`src/rtl/ipc_sync_pkg.sv`:
```
package ipc_sync_pkg;

   localparam int HALF_W   = 16;
   localparam int TOKEN_W  = 4;
   localparam int TOKEN_LO = 8;
   localparam int BELL_BIT = 13;
   localparam int IEN_BIT  = 14;

   typedef enum logic [1:0] {
      SZ_BYTE = 2'b00,
      SZ_HALF = 2'b01,
      SZ_WORD = 2'b10
   } acc_size_e;

   typedef struct packed {
      logic               ien;
      logic [TOKEN_W-1:0] own_tok;
      logic [TOKEN_W-1:0] peer_tok;
   } sync_state_t;

   function automatic logic [HALF_W-1:0] view_of(input sync_state_t s);
      logic [HALF_W-1:0] v;
      v = '0;
      v[TOKEN_W-1:0]                = s.peer_tok;
      v[TOKEN_LO +: TOKEN_W]        = s.own_tok;
      v[IEN_BIT]                    = s.ien;
      return v;
   endfunction

endpackage

```
`src/rtl/ipc_access_decode.sv`:
```
module ipc_access_decode #(
   parameter int                ADDR_W    = 32,
   parameter logic [ADDR_W-1:0] SYNC_ADDR = ADDR_W'(32'h0400_0180)
) (
   input  logic              req_i,
   input  logic              we_i,
   input  logic [1:0]        size_i,
   input  logic [ADDR_W-1:0] addr_i,
   output logic              wr_hit_o,
   output logic              rd_hit_o
);
   import ipc_sync_pkg::*;

   if (ADDR_W < 2 || ADDR_W > 64) begin : g_bad_width
      $error("ipc_access_decode: ADDR_W out of range");
   end
   if (SYNC_ADDR[0] != 1'b0) begin : g_bad_align
      $error("ipc_access_decode: SYNC_ADDR must be halfword aligned");
   end

   logic sel;
   assign sel      = req_i && (size_i == SZ_HALF) && (addr_i == SYNC_ADDR);
   assign wr_hit_o = sel && we_i;
   assign rd_hit_o = sel && !we_i;

endmodule

```
`src/rtl/ipc_sync_side.sv`:
```
module ipc_sync_side
   import ipc_sync_pkg::*;
(
   input  logic               clk,
   input  logic               rst_n,
   input  logic               own_wr_i,
   input  logic [TOKEN_W-1:0] own_tok_i,
   input  logic               own_ien_i,
   input  logic               peer_wr_i,
   input  logic [TOKEN_W-1:0] peer_tok_i,
   input  logic               peer_bell_i,
   output sync_state_t        state_o,
   output logic               irq_o
);

   sync_state_t state_q;
   logic        irq_q;

   always_ff @(posedge clk) begin
      if (!rst_n) begin
         state_q <= '0;
         irq_q   <= 1'b0;
      end else begin
         irq_q <= peer_wr_i && peer_bell_i && state_q.ien;
         if (own_wr_i) begin
            state_q.own_tok <= own_tok_i;
            state_q.ien     <= own_ien_i;
         end
         if (peer_wr_i) begin
            state_q.peer_tok <= peer_tok_i;
         end
      end
   end

   assign state_o = state_q;
   assign irq_o   = irq_q;

endmodule

```
`src/rtl/ipc_read_view.sv`:
```
module ipc_read_view
   import ipc_sync_pkg::*;
(
   input  logic              rd_hit_i,
   input  sync_state_t       state_i,
   output logic [HALF_W-1:0] rdata_o
);
   assign rdata_o = rd_hit_i ? view_of(state_i) : '0;
endmodule

```
`src/rtl/ipc_sync_pair.sv`:
```
module ipc_sync_pair
   import ipc_sync_pkg::*;
#(
   parameter int                ADDR_W    = 32,
   parameter logic [ADDR_W-1:0] SYNC_ADDR = ADDR_W'(32'h0400_0180)
) (
   input  logic              clk,
   input  logic              rst_n,
   input  logic              a_req,
   input  logic              a_we,
   input  logic [1:0]        a_size,
   input  logic [ADDR_W-1:0] a_addr,
   input  logic [15:0]       a_wdata,
   output logic [15:0]       a_rdata,
   output logic              a_irq,
   input  logic              b_req,
   input  logic              b_we,
   input  logic [1:0]        b_size,
   input  logic [ADDR_W-1:0] b_addr,
   input  logic [15:0]       b_wdata,
   output logic [15:0]       b_rdata,
   output logic              b_irq
);
   localparam int SIDES = 2;

   logic [SIDES-1:0]             req_v, we_v, wr_hit, rd_hit, irq_v;
   logic [SIDES-1:0][1:0]        size_v;
   logic [SIDES-1:0][ADDR_W-1:0] addr_v;
   logic [SIDES-1:0][HALF_W-1:0] wd_v, rd_v;
   sync_state_t                  st [SIDES];

   assign req_v  = {b_req, a_req};
   assign we_v   = {b_we, a_we};
   assign size_v = {b_size, a_size};
   assign addr_v = {b_addr, a_addr};
   assign wd_v   = {b_wdata, a_wdata};

   logic unused_wbits;
   assign unused_wbits = ^{a_wdata[15], a_wdata[12], a_wdata[7:0],
                           b_wdata[15], b_wdata[12], b_wdata[7:0]};

   for (genvar s = 0; s < SIDES; s++) begin : g_side
      localparam int P = SIDES - 1 - s;

      ipc_access_decode #(.ADDR_W(ADDR_W), .SYNC_ADDR(SYNC_ADDR)) u_dec (
         .req_i    (req_v[s]),
         .we_i     (we_v[s]),
         .size_i   (size_v[s]),
         .addr_i   (addr_v[s]),
         .wr_hit_o (wr_hit[s]),
         .rd_hit_o (rd_hit[s])
      );

      ipc_sync_side u_reg (
         .clk         (clk),
         .rst_n       (rst_n),
         .own_wr_i    (wr_hit[s]),
         .own_tok_i   (wd_v[s][TOKEN_LO +: TOKEN_W]),
         .own_ien_i   (wd_v[s][IEN_BIT]),
         .peer_wr_i   (wr_hit[P]),
         .peer_tok_i  (wd_v[P][TOKEN_LO +: TOKEN_W]),
         .peer_bell_i (wd_v[P][BELL_BIT]),
         .state_o     (st[s]),
         .irq_o       (irq_v[s])
      );

      ipc_read_view u_view (
         .rd_hit_i (rd_hit[s]),
         .state_i  (st[s]),
         .rdata_o  (rd_v[s])
      );
   end

   assign a_rdata = rd_v[0];
   assign b_rdata = rd_v[1];
   assign a_irq   = irq_v[0];
   assign b_irq   = irq_v[1];

endmodule

```
`config.mk`:
```
export PLATFORM = sky130hd
export DESIGN_NAME = ipc_sync_pair
export DESIGN_NICKNAME = d
export VERILOG_FILES = /design/src/rtl/ipc_sync_pkg.sv /design/src/rtl/ipc_access_decode.sv /design/src/rtl/ipc_sync_side.sv /design/src/rtl/ipc_read_view.sv /design/src/rtl/ipc_sync_pair.sv
export SDC_FILE = /design/constraint.sdc
export NUM_CORES = 1
export LEC_CHECK = 0
export ABC_AREA = 1
export BUFFER_PORTS_ARGS = -buffer_cell sky130_fd_sc_hd__buf_2
export CAP_MARGIN = 10
export CORE_MARGIN = 1
export CORE_UTILIZATION = 36
export CTS_BUF_LIST = sky130_fd_sc_hd__clkbuf_4 sky130_fd_sc_hd__clkbuf_8
export CTS_CLUSTER_SIZE = 28
export DETAILED_ROUTE_END_ITERATION = 10
export PLACE_DENSITY = 0.83
export SYNTH_ARGS = -nofsm -noshare
export SYNTH_HDL_FRONTEND = slang
export SYNTH_SLANG_ARGS = --single-unit
```
`constraint.sdc`:
```
create_clock -name clk -period 1.4 [get_ports clk]
set_input_delay 0.28 -clock clk [delete_from_list [all_inputs] [get_ports clk]]
set_output_delay 0.28 -clock clk [all_outputs]
set_load 0.1 [all_outputs]
```
# Yosys cells after proc, flatten, opt, wreduce, memory -nomap -nowiden
# Index checks and enable logic that the tools add are counted.
[classes]
n_addsub = 0
n_mul = 0
div_mod_pow = 0
magnitude_cmp = 0
n_eq_ne = 4
shift = 0
muxes = 2
bitwise = 0
reduce_logical = 14
[ops]
columns = ["cell", "count"]
rows = [
  ["equality test 32 x 27 -> 1 bit, second input constant", 2],
  ["two-way mux 15 bit", 2],
  ["logical AND 1 bit", 12],
  ["equality test 2 x 1 -> 1 bit, second input constant", 2],
  ["zero test 1 bit", 2],
]
[word_totals]
reg_bits = 12
latch_bits = 0
mem_bits_rw = 0
mem_bits_ro = 0
input_bits = 106
out_inout_bits = 34
elab_cells = 26
n_memories = 0

# Logic depth before layout (Yosys ltp)
# Gate-level depths: netlist of the first run.
[logic_depth]
ltp_word = 6
depth_mapped = 10
mapped_depth_nobuf = 10

# Hierarchy
# From an unflattened synthesis of the first run, not the netlist that was laid out.
[unflattened]
hier_cells = 254
hier_area_um2 = 1418.9
[by_module_without_submodules]
columns = ["mod", "instances", "cells_per_inst", "area_per_inst_um2", "seq_area_each_um2"]
rows = [
  ["ipc_sync_side", 2, 61, 416.6, 200.2],
  ["ipc_access_decode", 2, 39, 157.7, 0.0],
  ["ipc_read_view", 2, 27, 135.1, 0.0],
]

# Least setup slack after synthesis of the first run
# OpenSTA, ideal clock, no wires.
[synth_path]
path_type = "input port to output port"
from = "input b_addr[28]"
to = "output b_rdata[0]"
arrival_ps = 2203
required_time_ps = 1120
slack_ps = -1083
cell_stages = 5
n_path_buf = 0
cell_sequence = "nor2_1 -> nand2_1 -> nor3_1 -> nand3_2 -> nor2_1"
[synth_via]
elab_chain_len = 4
[synth_lines]
columns = ["element", "line_no", "source"]
rows = [
  ["start, declared", "ipc_sync_pair.sv:19", "input logic [ADDR_W-1:0] b_addr,"],
  ["equality test 32 x 27 -> 1 bit", "ipc_access_decode.sv:22", "assign sel = req_i && (size_i == SZ_HALF) && (addr_i == SYNC_ADDR);"],
  ["logical AND 1 bit", "ipc_access_decode.sv:22", ""],
  ["logical AND 1 bit", "ipc_access_decode.sv:24", "assign rd_hit_o = sel && !we_i;"],
  ["two-way mux 15 bit", "ipc_read_view.sv:8", "assign rdata_o = rd_hit_i ? view_of(state_i) : '0;"],
  ["end, declared", "ipc_sync_pair.sv:21", "output logic [15:0] b_rdata,"],
]
# No other way between the ends.

# Worst setup path after layout of the first run
[layout_path]
from = "input b_addr[0]"
to = "output b_rdata[11]"
# The elaborated chain is that of the path after synthesis.

==> impl_metrics.prom, run 1 <==
# TYPE chip_impl_metric gauge
chip_impl_info{name="run_status",value="complete, but fails checks"} 1
chip_impl_info{name="violated_checks",value="setup timing"} 1
chip_impl_metric{name="timing.critical_path.required",unit="ns"} 1.12
chip_impl_metric{name="first_global_vias",unit=""} 1817
chip_impl_info{name="root_buffer",value="sky130_fd_sc_hd__clkbuf_4"} 1
chip_impl_metric{name="grt_first_pass_wirelength",unit="um"} 7250
chip_impl_metric{name="wl_met3",unit="um"} 180
chip_impl_info{name="post-synth-top-area-cell",value="sky130_fd_sc_hd__nor2_1"} 1
chip_impl_metric{name="timing.clock.skew",unit="ns"} 0.00208
chip_impl_metric{name="timing.max_cap.violations",unit=""} 0
chip_impl_metric{name="route.vias.total",unit=""} 1864
chip_impl_metric{name="yosysTopAreaCellShare",unit="%"} 25.4
chip_impl_metric{name="post-route-drc-count",unit=""} 0
chip_impl_metric{name="worst_ep_arrival_time",unit="ns"} 1.48
chip_impl_metric{name="dpl_worst_slack",unit="ns"} -0.384
chip_impl_metric{name="power_density",unit="mW/mm^2"} 410
chip_impl_metric{name="synth_edf_count",unit=""} 0
chip_impl_metric{name="final_hold_viol_count",unit=""} 0
chip_impl_metric{name="setup_viol",unit=""} 18
chip_impl_info{name="critPathLaunch",value="b_addr[0]"} 1
chip_impl_metric{name="placeableCoreArea",unit="sq mm"} 0.00342
chip_impl_metric{name="detailedPlacementHpwl",unit="um"} 3520
chip_impl_metric{name="layout.filler_cells",unit=""} 265
chip_impl_metric{name="clock_latency",unit="ns"} 0.27
chip_impl_metric{name="starting_density_of_the_core",unit="%"} 38.5
chip_impl_metric{name="switching_pwr",unit="W"} 0.000405
chip_impl_metric{name="syn_area_per_cell",unit="sq um"} 5.22
chip_impl_info{name="worst-setup-path-type",value="primary input to primary output"} 1
chip_impl_metric{name="postSynth.asyncResetShare",unit="%"} 0
chip_impl_metric{name="routedWlPerCell",unit="um"} 10.3
chip_impl_info{name="synth_flop_cell",value="sky130_fd_sc_hd__dfxtp_1"} 1
chip_impl_metric{name="share_comb_of_total_power",unit="%"} 42.4
chip_impl_metric{name="drive_gt1_share",unit="%"} 44.6
chip_impl_metric{name="post_drt_via_cell_ratio",unit=""} 4.48
chip_impl_metric{name="power.clock.fraction",unit="%"} 25.8
chip_impl_info{name="grt_setup_unrepaired",value="true"} 1
chip_impl_info{name="cp-end-kind",value="primary output"} 1
chip_impl_metric{name="grt-ovfl-total",unit=""} 0
chip_impl_metric{name="leakage_power_total",unit="nW"} 1.26
chip_impl_metric{name="setup_tns_after_final_layout",unit="ns"} -5.93
chip_impl_metric{name="power.sequential.fraction",unit="%"} 31.8
chip_impl_metric{name="count_of_inserted_antenna_diode_cells",unit=""} 0
chip_impl_metric{name="cts_buffers",unit=""} 3
chip_impl_metric{name="clock-sinks",unit=""} 12
chip_impl_metric{name="floorplan.die_area",unit="sq mm"} 0.00390
chip_impl_metric{name="detailroute.wirelength.met2",unit="um"} 2450
chip_impl_metric{name="crit_share_post_route",unit="%"} 126
chip_impl_metric{name="gpl.final_weighted_congestion",unit=""} 0.857
chip_impl_metric{name="drt_iter0_markers",unit=""} 60
chip_impl_info{name="hold_class",value="primary input to flip-flop"} 1
chip_impl_info{name="yosys.cell_count.top_type",value="sky130_fd_sc_hd__nor2_1"} 1
chip_impl_metric{name="synthToLayoutAreaGrowth",unit="%"} 98.7
chip_impl_metric{name="switching_share",unit="%"} 37.8
chip_impl_metric{name="postRouteWirelength",unit="um"} 4290
chip_impl_metric{name="critical_path.max_fanout",unit=""} 9
chip_impl_metric{name="ir_drop",unit="V"} 0.000262
chip_impl_metric{name="internal_power",unit="W"} 0.000666
chip_impl_info{name="netlist_top_cells_area",value="sky130_fd_sc_hd__nor2_1 (25%), sky130_fd_sc_hd__dfxtp_1 (18%), sky130_fd_sc_hd__nand2_1 (15%), sky130_fd_sc_hd__inv_1 (13%), sky130_fd_sc_hd__buf_4 (8.0%)"} 1
chip_impl_metric{name="syn-cell-area",unit="sq mm"} 0.00132
chip_impl_metric{name="finalWorstPathRequiredPeriod",unit="ns"} 1.76
chip_impl_metric{name="number_of_antenna_violations_at_the_first_check_in_global_routing",unit=""} 0
chip_impl_info{name="maxUsedRoutingLayer",value="met4"} 1
chip_impl_metric{name="groute.usage.overall",unit="%"} 22.4
chip_impl_metric{name="synth.yosys.warnings",unit=""} 0
chip_impl_metric{name="ys_seq_elements",unit=""} 12
chip_impl_metric{name="clock.fmax",unit="MHz"} 569
chip_impl_metric{name="syn-instance-count",unit=""} 252
chip_impl_metric{name="setup_slack",unit="ns"} -0.358
chip_impl_info{name="crit_path_start_kind",value="primary input"} 1
chip_impl_metric{name="largest_net_degree_at_the_start_of_global_routing",unit=""} 13
chip_impl_metric{name="drtAntennaViolNets",unit=""} 0
chip_impl_metric{name="drt_pass1_iterations",unit=""} 4
chip_impl_metric{name="portBuffers",unit=""} 105
chip_impl_info{name="tritoncts_clock_tree",value="yes"} 1
chip_impl_metric{name="die_height",unit="um"} 62.4
chip_impl_metric{name="cts-htree-levels",unit=""} 1
chip_impl_metric{name="finish.net_count",unit=""} 477
chip_impl_info{name="yosys-top-cells-count",value="sky130_fd_sc_hd__nor2_1 (89), sky130_fd_sc_hd__nand2_1 (54), sky130_fd_sc_hd__inv_1 (45), sky130_fd_sc_hd__buf_4 (14), sky130_fd_sc_hd__dfxtp_1 (12)"} 1
chip_impl_metric{name="die_width",unit="um"} 62.4
chip_impl_metric{name="ioPinCount",unit=""} 140
chip_impl_metric{name="clock_transition_at_the_registers_of_the_reported_paths",unit="ns"} 0.07
chip_impl_metric{name="maxSlewViolCount",unit=""} 0
chip_impl_metric{name="ys_seq_area_share",unit="%"} 18.3
chip_impl_metric{name="wirelength_met1",unit="um"} 1540
chip_impl_info{name="hp-start",value="a_wdata[13]"} 1
chip_impl_metric{name="synth_cell_type_count",unit=""} 23
chip_impl_metric{name="num_rows",unit=""} 21
chip_impl_info{name="worst_r2r_startpoint",value="g_side[0].u_reg.state_o[6]"} 1
chip_impl_metric{name="hold_buffer_count_at_cts",unit=""} 0
chip_impl_metric{name="maximum_clock_insertion_buffer_count",unit=""} 2
## cell families after synthesis
group,after synthesis,synth area share (%)
buffers and inverters,63,22.1
DFF,12,18.3
other,1,0.285
and+or+nand+nor,176,59.4
## repair_timing
| action | 4_1_cts | 5_1_grt |
|---|---|---|
| pin swaps | 7 | 19 |
| resized for setup | 17 | 15 |
| endpoints found under the setup margin | 18 | 18 |
| setup buffers | 1 | 1 |
## final timing paths
| check | cells after the start | end | slack, ns |
|---|---|---|---|
| max | 8 | b_rdata[11] | -0.36 |
| min | 3 | g_side[1].u_reg.irq_o | 0.25 |
| min reg2reg | 2 | g_side[1].u_reg.irq_o | 0.45 |
| max reg2reg | 4 | g_side[0].u_reg.state_o[6] | 0.60 |
## area by class of cell
| class | count | area, sq um | area share [%] |
|---|---|---|---|
| multi-input cells | 190 | 1050 | 40.2 |
| repair buffers | 117 | 1050 | 40.1 |
| flip-flops and latches | 12 | 240 | 9.20 |
| inverters | 47 | 179 | 6.85 |
| well taps | 46 | 57.6 | 2.20 |
| clock buffers | 4 | 36.3 | 1.39 |
## stage by stage
stage | std cells | util, % | total power (W) | area [sq um] | hold WS [ns]
floorplan | 265 | - | 0.000628 | 1560 | 0.423
global placement | 410 | 70.5 | 0.000746 | 2410 | 0.435
detailed placement | 410 | 70.5 | 0.000755 | 2410 | 0.438
CTS | 415 | 74.2 | 0.00105 | 2540 | 0.251
global route | 416 | 76.5 | 0.00113 | 2610 | 0.267
finish | 416 | 76.5 | 0.00107 | 2610 | 0.251
## state kept, by name, summed over array words and instances, names as in the netlist
register              count
g_side.u_reg.irq_o        2
g_side.u_reg.state_o     10
## critical path: stages
cell and delay [ns]:
sky130_fd_sc_hd__buf_6 0.10, sky130_fd_sc_hd__nor4_4 0.26, sky130_fd_sc_hd__nand2_1 0.13, sky130_fd_sc_hd__nor2_4 0.16
sky130_fd_sc_hd__nand3_4 0.09, sky130_fd_sc_hd__buf_12 0.17, sky130_fd_sc_hd__nor2_4 0.11, sky130_fd_sc_hd__buf_12 0.18
## power groups by stage
stage | clock [W] | combinational [W] | sequential, W
2_1_floorplan | 0 | 0.000279 | 0.000349
3_3_place_gp | 0 | 0.000397 | 0.000349
3_5_place_dp | 0 | 0.000406 | 0.000349
4_1_cts | 0.000277 | 0.000431 | 0.000341
5_1_grt | 0.000295 | 0.000490 | 0.000341
6_report | 0.000276 | 0.000454 | 0.000341
## layer usage
| layer | track usage, % | vias to the layer above |
|---|---|---|
| met5 | 0 | - |
| met3 | 3.83 | 12 |
| met2 | 45.8 | 71 |
| li1 | - | 957 |
| met4 | 5.81 | 0 |
| met1 | 22.8 | 824 |
## placed cells by master, fill, tap and decap left out, types with 3 or more instances in the layout
cell type                  synthesis  layout
sky130_fd_sc_hd__buf_12            0      21
sky130_fd_sc_hd__nand2_1          54      54
sky130_fd_sc_hd__nand3b_1          3       3
sky130_fd_sc_hd__nand4_1          11      11
sky130_fd_sc_hd__dfxtp_1          12      12
sky130_fd_sc_hd__inv_1            45      41
sky130_fd_sc_hd__buf_2             1      67
sky130_fd_sc_hd__nor2_1           89      65
sky130_fd_sc_hd__buf_6             0      20
sky130_fd_sc_hd__inv_2             2       5
sky130_fd_sc_hd__buf_4            14       9
sky130_fd_sc_hd__conb_1            1      14
sky130_fd_sc_hd__nor2_2            3       7
sky130_fd_sc_hd__nand3_1           4       4
sky130_fd_sc_hd__nor2_4            2      22
sky130_fd_sc_hd__clkbuf_4          0       3
Power figures use the tool's default switching activity.
==> run 2, diff against run 1 <==
Settings changed: CORE_UTILIZATION 36 to 33, PLACE_DENSITY 0.83 to 0.8.
Clock period 1.4 ns to 1.5 ns, I/O delays scaled along.
==> impl_metrics.prom, run 2 (synthesis results as in run 1) <==
# TYPE chip_impl_metric gauge
chip_impl_info{name="root_buffer",value="sky130_fd_sc_hd__clkbuf_8"} 1
chip_impl_metric{name="route.vias.total",unit=""} 1972
chip_impl_info{name="hold_class",value="primary input to flip-flop"} 1
chip_impl_metric{name="detailedPlacementHpwl",unit="um"} 3640
chip_impl_metric{name="leakage_power_total",unit="nW"} 1.29
chip_impl_metric{name="grt-ovfl-total",unit=""} 0
chip_impl_metric{name="routedWlPerCell",unit="um"} 11.4
chip_impl_metric{name="grt_first_pass_wirelength",unit="um"} 7470
chip_impl_metric{name="post_dp_cell_area",unit="sq mm"} 0.00241
chip_impl_metric{name="critical_path.max_fanout",unit=""} 5
chip_impl_metric{name="die_height",unit="um"} 65.1
chip_impl_metric{name="num_rows",unit=""} 22
chip_impl_metric{name="cts_buffers",unit=""} 3
chip_impl_metric{name="crit_path_buf_inv_count",unit=""} 3
chip_impl_metric{name="die_width",unit="um"} 65.1
chip_impl_metric{name="largest_net_degree_at_the_start_of_global_routing",unit=""} 13
chip_impl_metric{name="clock_latency",unit="ns"} 0.24
chip_impl_metric{name="timing.critical_path.required",unit="ns"} 1.20
chip_impl_info{name="tritoncts_clock_tree",value="yes"} 1
chip_impl_metric{name="post-route-drc-count",unit=""} 0
chip_impl_info{name="critPathSlowestCell",value="sky130_fd_sc_hd__nor4_4"} 1
chip_impl_metric{name="final_hold_viol_count",unit=""} 0
chip_impl_metric{name="largest_register_ff_count",unit=""} 10
chip_impl_metric{name="total_non_filler_cell_area_in_the_finished_layout",unit="sq mm"} 0.00269
chip_impl_info{name="crit_chain",value="buf_6, nor4_4, nand2_1, nor2_4, nand3_4, buf_12, nor2_4, buf_12"} 1
chip_impl_metric{name="placeableCoreArea",unit="sq mm"} 0.00374
chip_impl_metric{name="drt_pass1_iterations",unit=""} 4
chip_impl_metric{name="worst_path_largest_cell_delay",unit="ns"} 0.26
chip_impl_metric{name="power_density",unit="mW/mm^2"} 391
chip_impl_metric{name="worst_ep_arrival_time",unit="ns"} 1.52
chip_impl_metric{name="setup_slack",unit="ns"} -0.320
chip_impl_metric{name="clock_transition_at_the_registers_of_the_reported_paths",unit="ns"} 0.05
chip_impl_metric{name="finish.net_count",unit=""} 480
chip_impl_metric{name="starting_density_of_the_core",unit="%"} 35.1
chip_impl_info{name="violated_checks",value="setup timing"} 1
chip_impl_metric{name="timing.max_cap.violations",unit=""} 0
chip_impl_metric{name="finalWorstPathRequiredPeriod",unit="ns"} 1.82
chip_impl_metric{name="number_of_antenna_violations_at_the_first_check_in_global_routing",unit=""} 0
chip_impl_metric{name="gpl.final_weighted_congestion",unit=""} 0.849
chip_impl_info{name="worst_path_dominant_cell_family",value="simple AND/OR/NAND/NOR gates"} 1
chip_impl_info{name="highest_count_cells_in_the_layout_ignoring_fill_and_taps",value="sky130_fd_sc_hd__buf_2 (67), sky130_fd_sc_hd__nor2_1 (61), sky130_fd_sc_hd__nand2_1 (53)"} 1
chip_impl_metric{name="drtAntennaViolNets",unit=""} 0
chip_impl_metric{name="ir_drop",unit="V"} 0.000305
chip_impl_metric{name="groute.usage.overall",unit="%"} 22.8
chip_impl_metric{name="crit_share_post_route",unit="%"} 121
chip_impl_metric{name="first_global_vias",unit=""} 1834
chip_impl_metric{name="postRouteWirelength",unit="um"} 4770
chip_impl_metric{name="dpl_worst_slack",unit="ns"} -0.349
chip_impl_metric{name="drive_gt1_share",unit="%"} 46.5
chip_impl_metric{name="clock.fmax",unit="MHz"} 550
chip_impl_metric{name="worst_hold_slack",unit="ns"} 0.298
chip_impl_metric{name="ioPinCount",unit=""} 140
chip_impl_metric{name="maximum_clock_insertion_buffer_count",unit=""} 2
chip_impl_metric{name="portBuffers",unit=""} 105
chip_impl_metric{name="floorplan.die_area",unit="sq mm"} 0.00424
chip_impl_metric{name="post_drt_via_cell_ratio",unit=""} 4.70
chip_impl_info{name="crit_path_start_kind",value="primary input"} 1
chip_impl_metric{name="timing.clock.skew",unit="ns"} 0.00190
chip_impl_info{name="cp-end-kind",value="primary output"} 1
chip_impl_metric{name="setup_viol",unit=""} 18
chip_impl_info{name="run_status",value="complete, but fails checks"} 1
chip_impl_metric{name="count_of_inserted_antenna_diode_cells",unit=""} 0
chip_impl_metric{name="drt_iter0_markers",unit=""} 67
chip_impl_info{name="worst-setup-path-type",value="primary input to primary output"} 1
chip_impl_metric{name="clock-sinks",unit=""} 12
chip_impl_metric{name="maxSlewViolCount",unit=""} 0
chip_impl_info{name="grt_setup_unrepaired",value="true"} 1
chip_impl_info{name="most_common_library_cell_in_the_layout_ignoring_fill_and_taps",value="sky130_fd_sc_hd__buf_2"} 1
chip_impl_metric{name="cts-htree-levels",unit=""} 1
chip_impl_metric{name="synthToLayoutAreaGrowth",unit="%"} 105
run 2: per-stage QoR:
step	instances	total power [W]	setup TNS, ns	util (%)
after CTS	419	0.00103	-4.59	69.6
after floorplan	265	0.000586	-6.37	-
final	420	0.00105	-4.92	71.9
after global routing	420	0.00111	-6.41	71.9
after global placement	414	0.000699	-4.80	64.5
after detailed placement	414	0.000710	-5.39	64.5
run 2: final timing paths:
path	cells past startpoint	slack (ns)	startpoint	end
min	3	0.30	b_wdata[13]	g_side[0].u_reg.irq_o
max reg2reg	4	0.63	g_side[0].u_reg.state_o[6]	g_side[0].u_reg.state_o[6]
max	8	-0.32	b_addr[5]	b_rdata[0]
min reg2reg	2	0.45	g_side[0].u_reg.state_o[8]	g_side[0].u_reg.irq_o
run 2: worst register-to-register path, delay by kind of cell, from the launching register on:
family / cells / cell delay (ns)
buffers and inverters: 2 / 0.27
and+or+nand+nor: 2 / 0.17
DFF: 1 / 0.32
run 2: cell type report:
type / instances / area (sq um)
Sequential cell: 12 / 240
Multi-Input combinational cell: 190 / 1080
Fill cell: 303 / 1050
Inverter: 47 / 176
Clock buffer: 3 / 41.3
Timing Repair Buffer: 120 / 1100
Tap cell: 48 / 60.1
run 2: report_power, final:
group,total [W],leakage (nW),switching (W),internal [W]
Sequential,0.000319,0.0966,0.00000000000000471,0.000319
Clock,0.000297,0.0216,0.000120,0.000177
Combinational,0.000438,1.17,0.000278,0.000160
Total,0.00105,1.29,0.000397,0.000656
run 2: repair_timing:
item                                    in CTS  in global routing
resized for setup                           25                 16
gates cloned                                 1                  1
endpoints found under the setup margin      18                 20
setup buffers                                1                  0
hold buffers                                 0                  0
pin swaps                                   11                  9
run 2: layer usage:
metal	GRT usage (%)	vias up	wire (um)
met4	12.8	0	179
li1	-	965	-
met1	21.8	880	1600
met3	2.95	18	308
met5	0	-	0
met2	45.7	109	2680
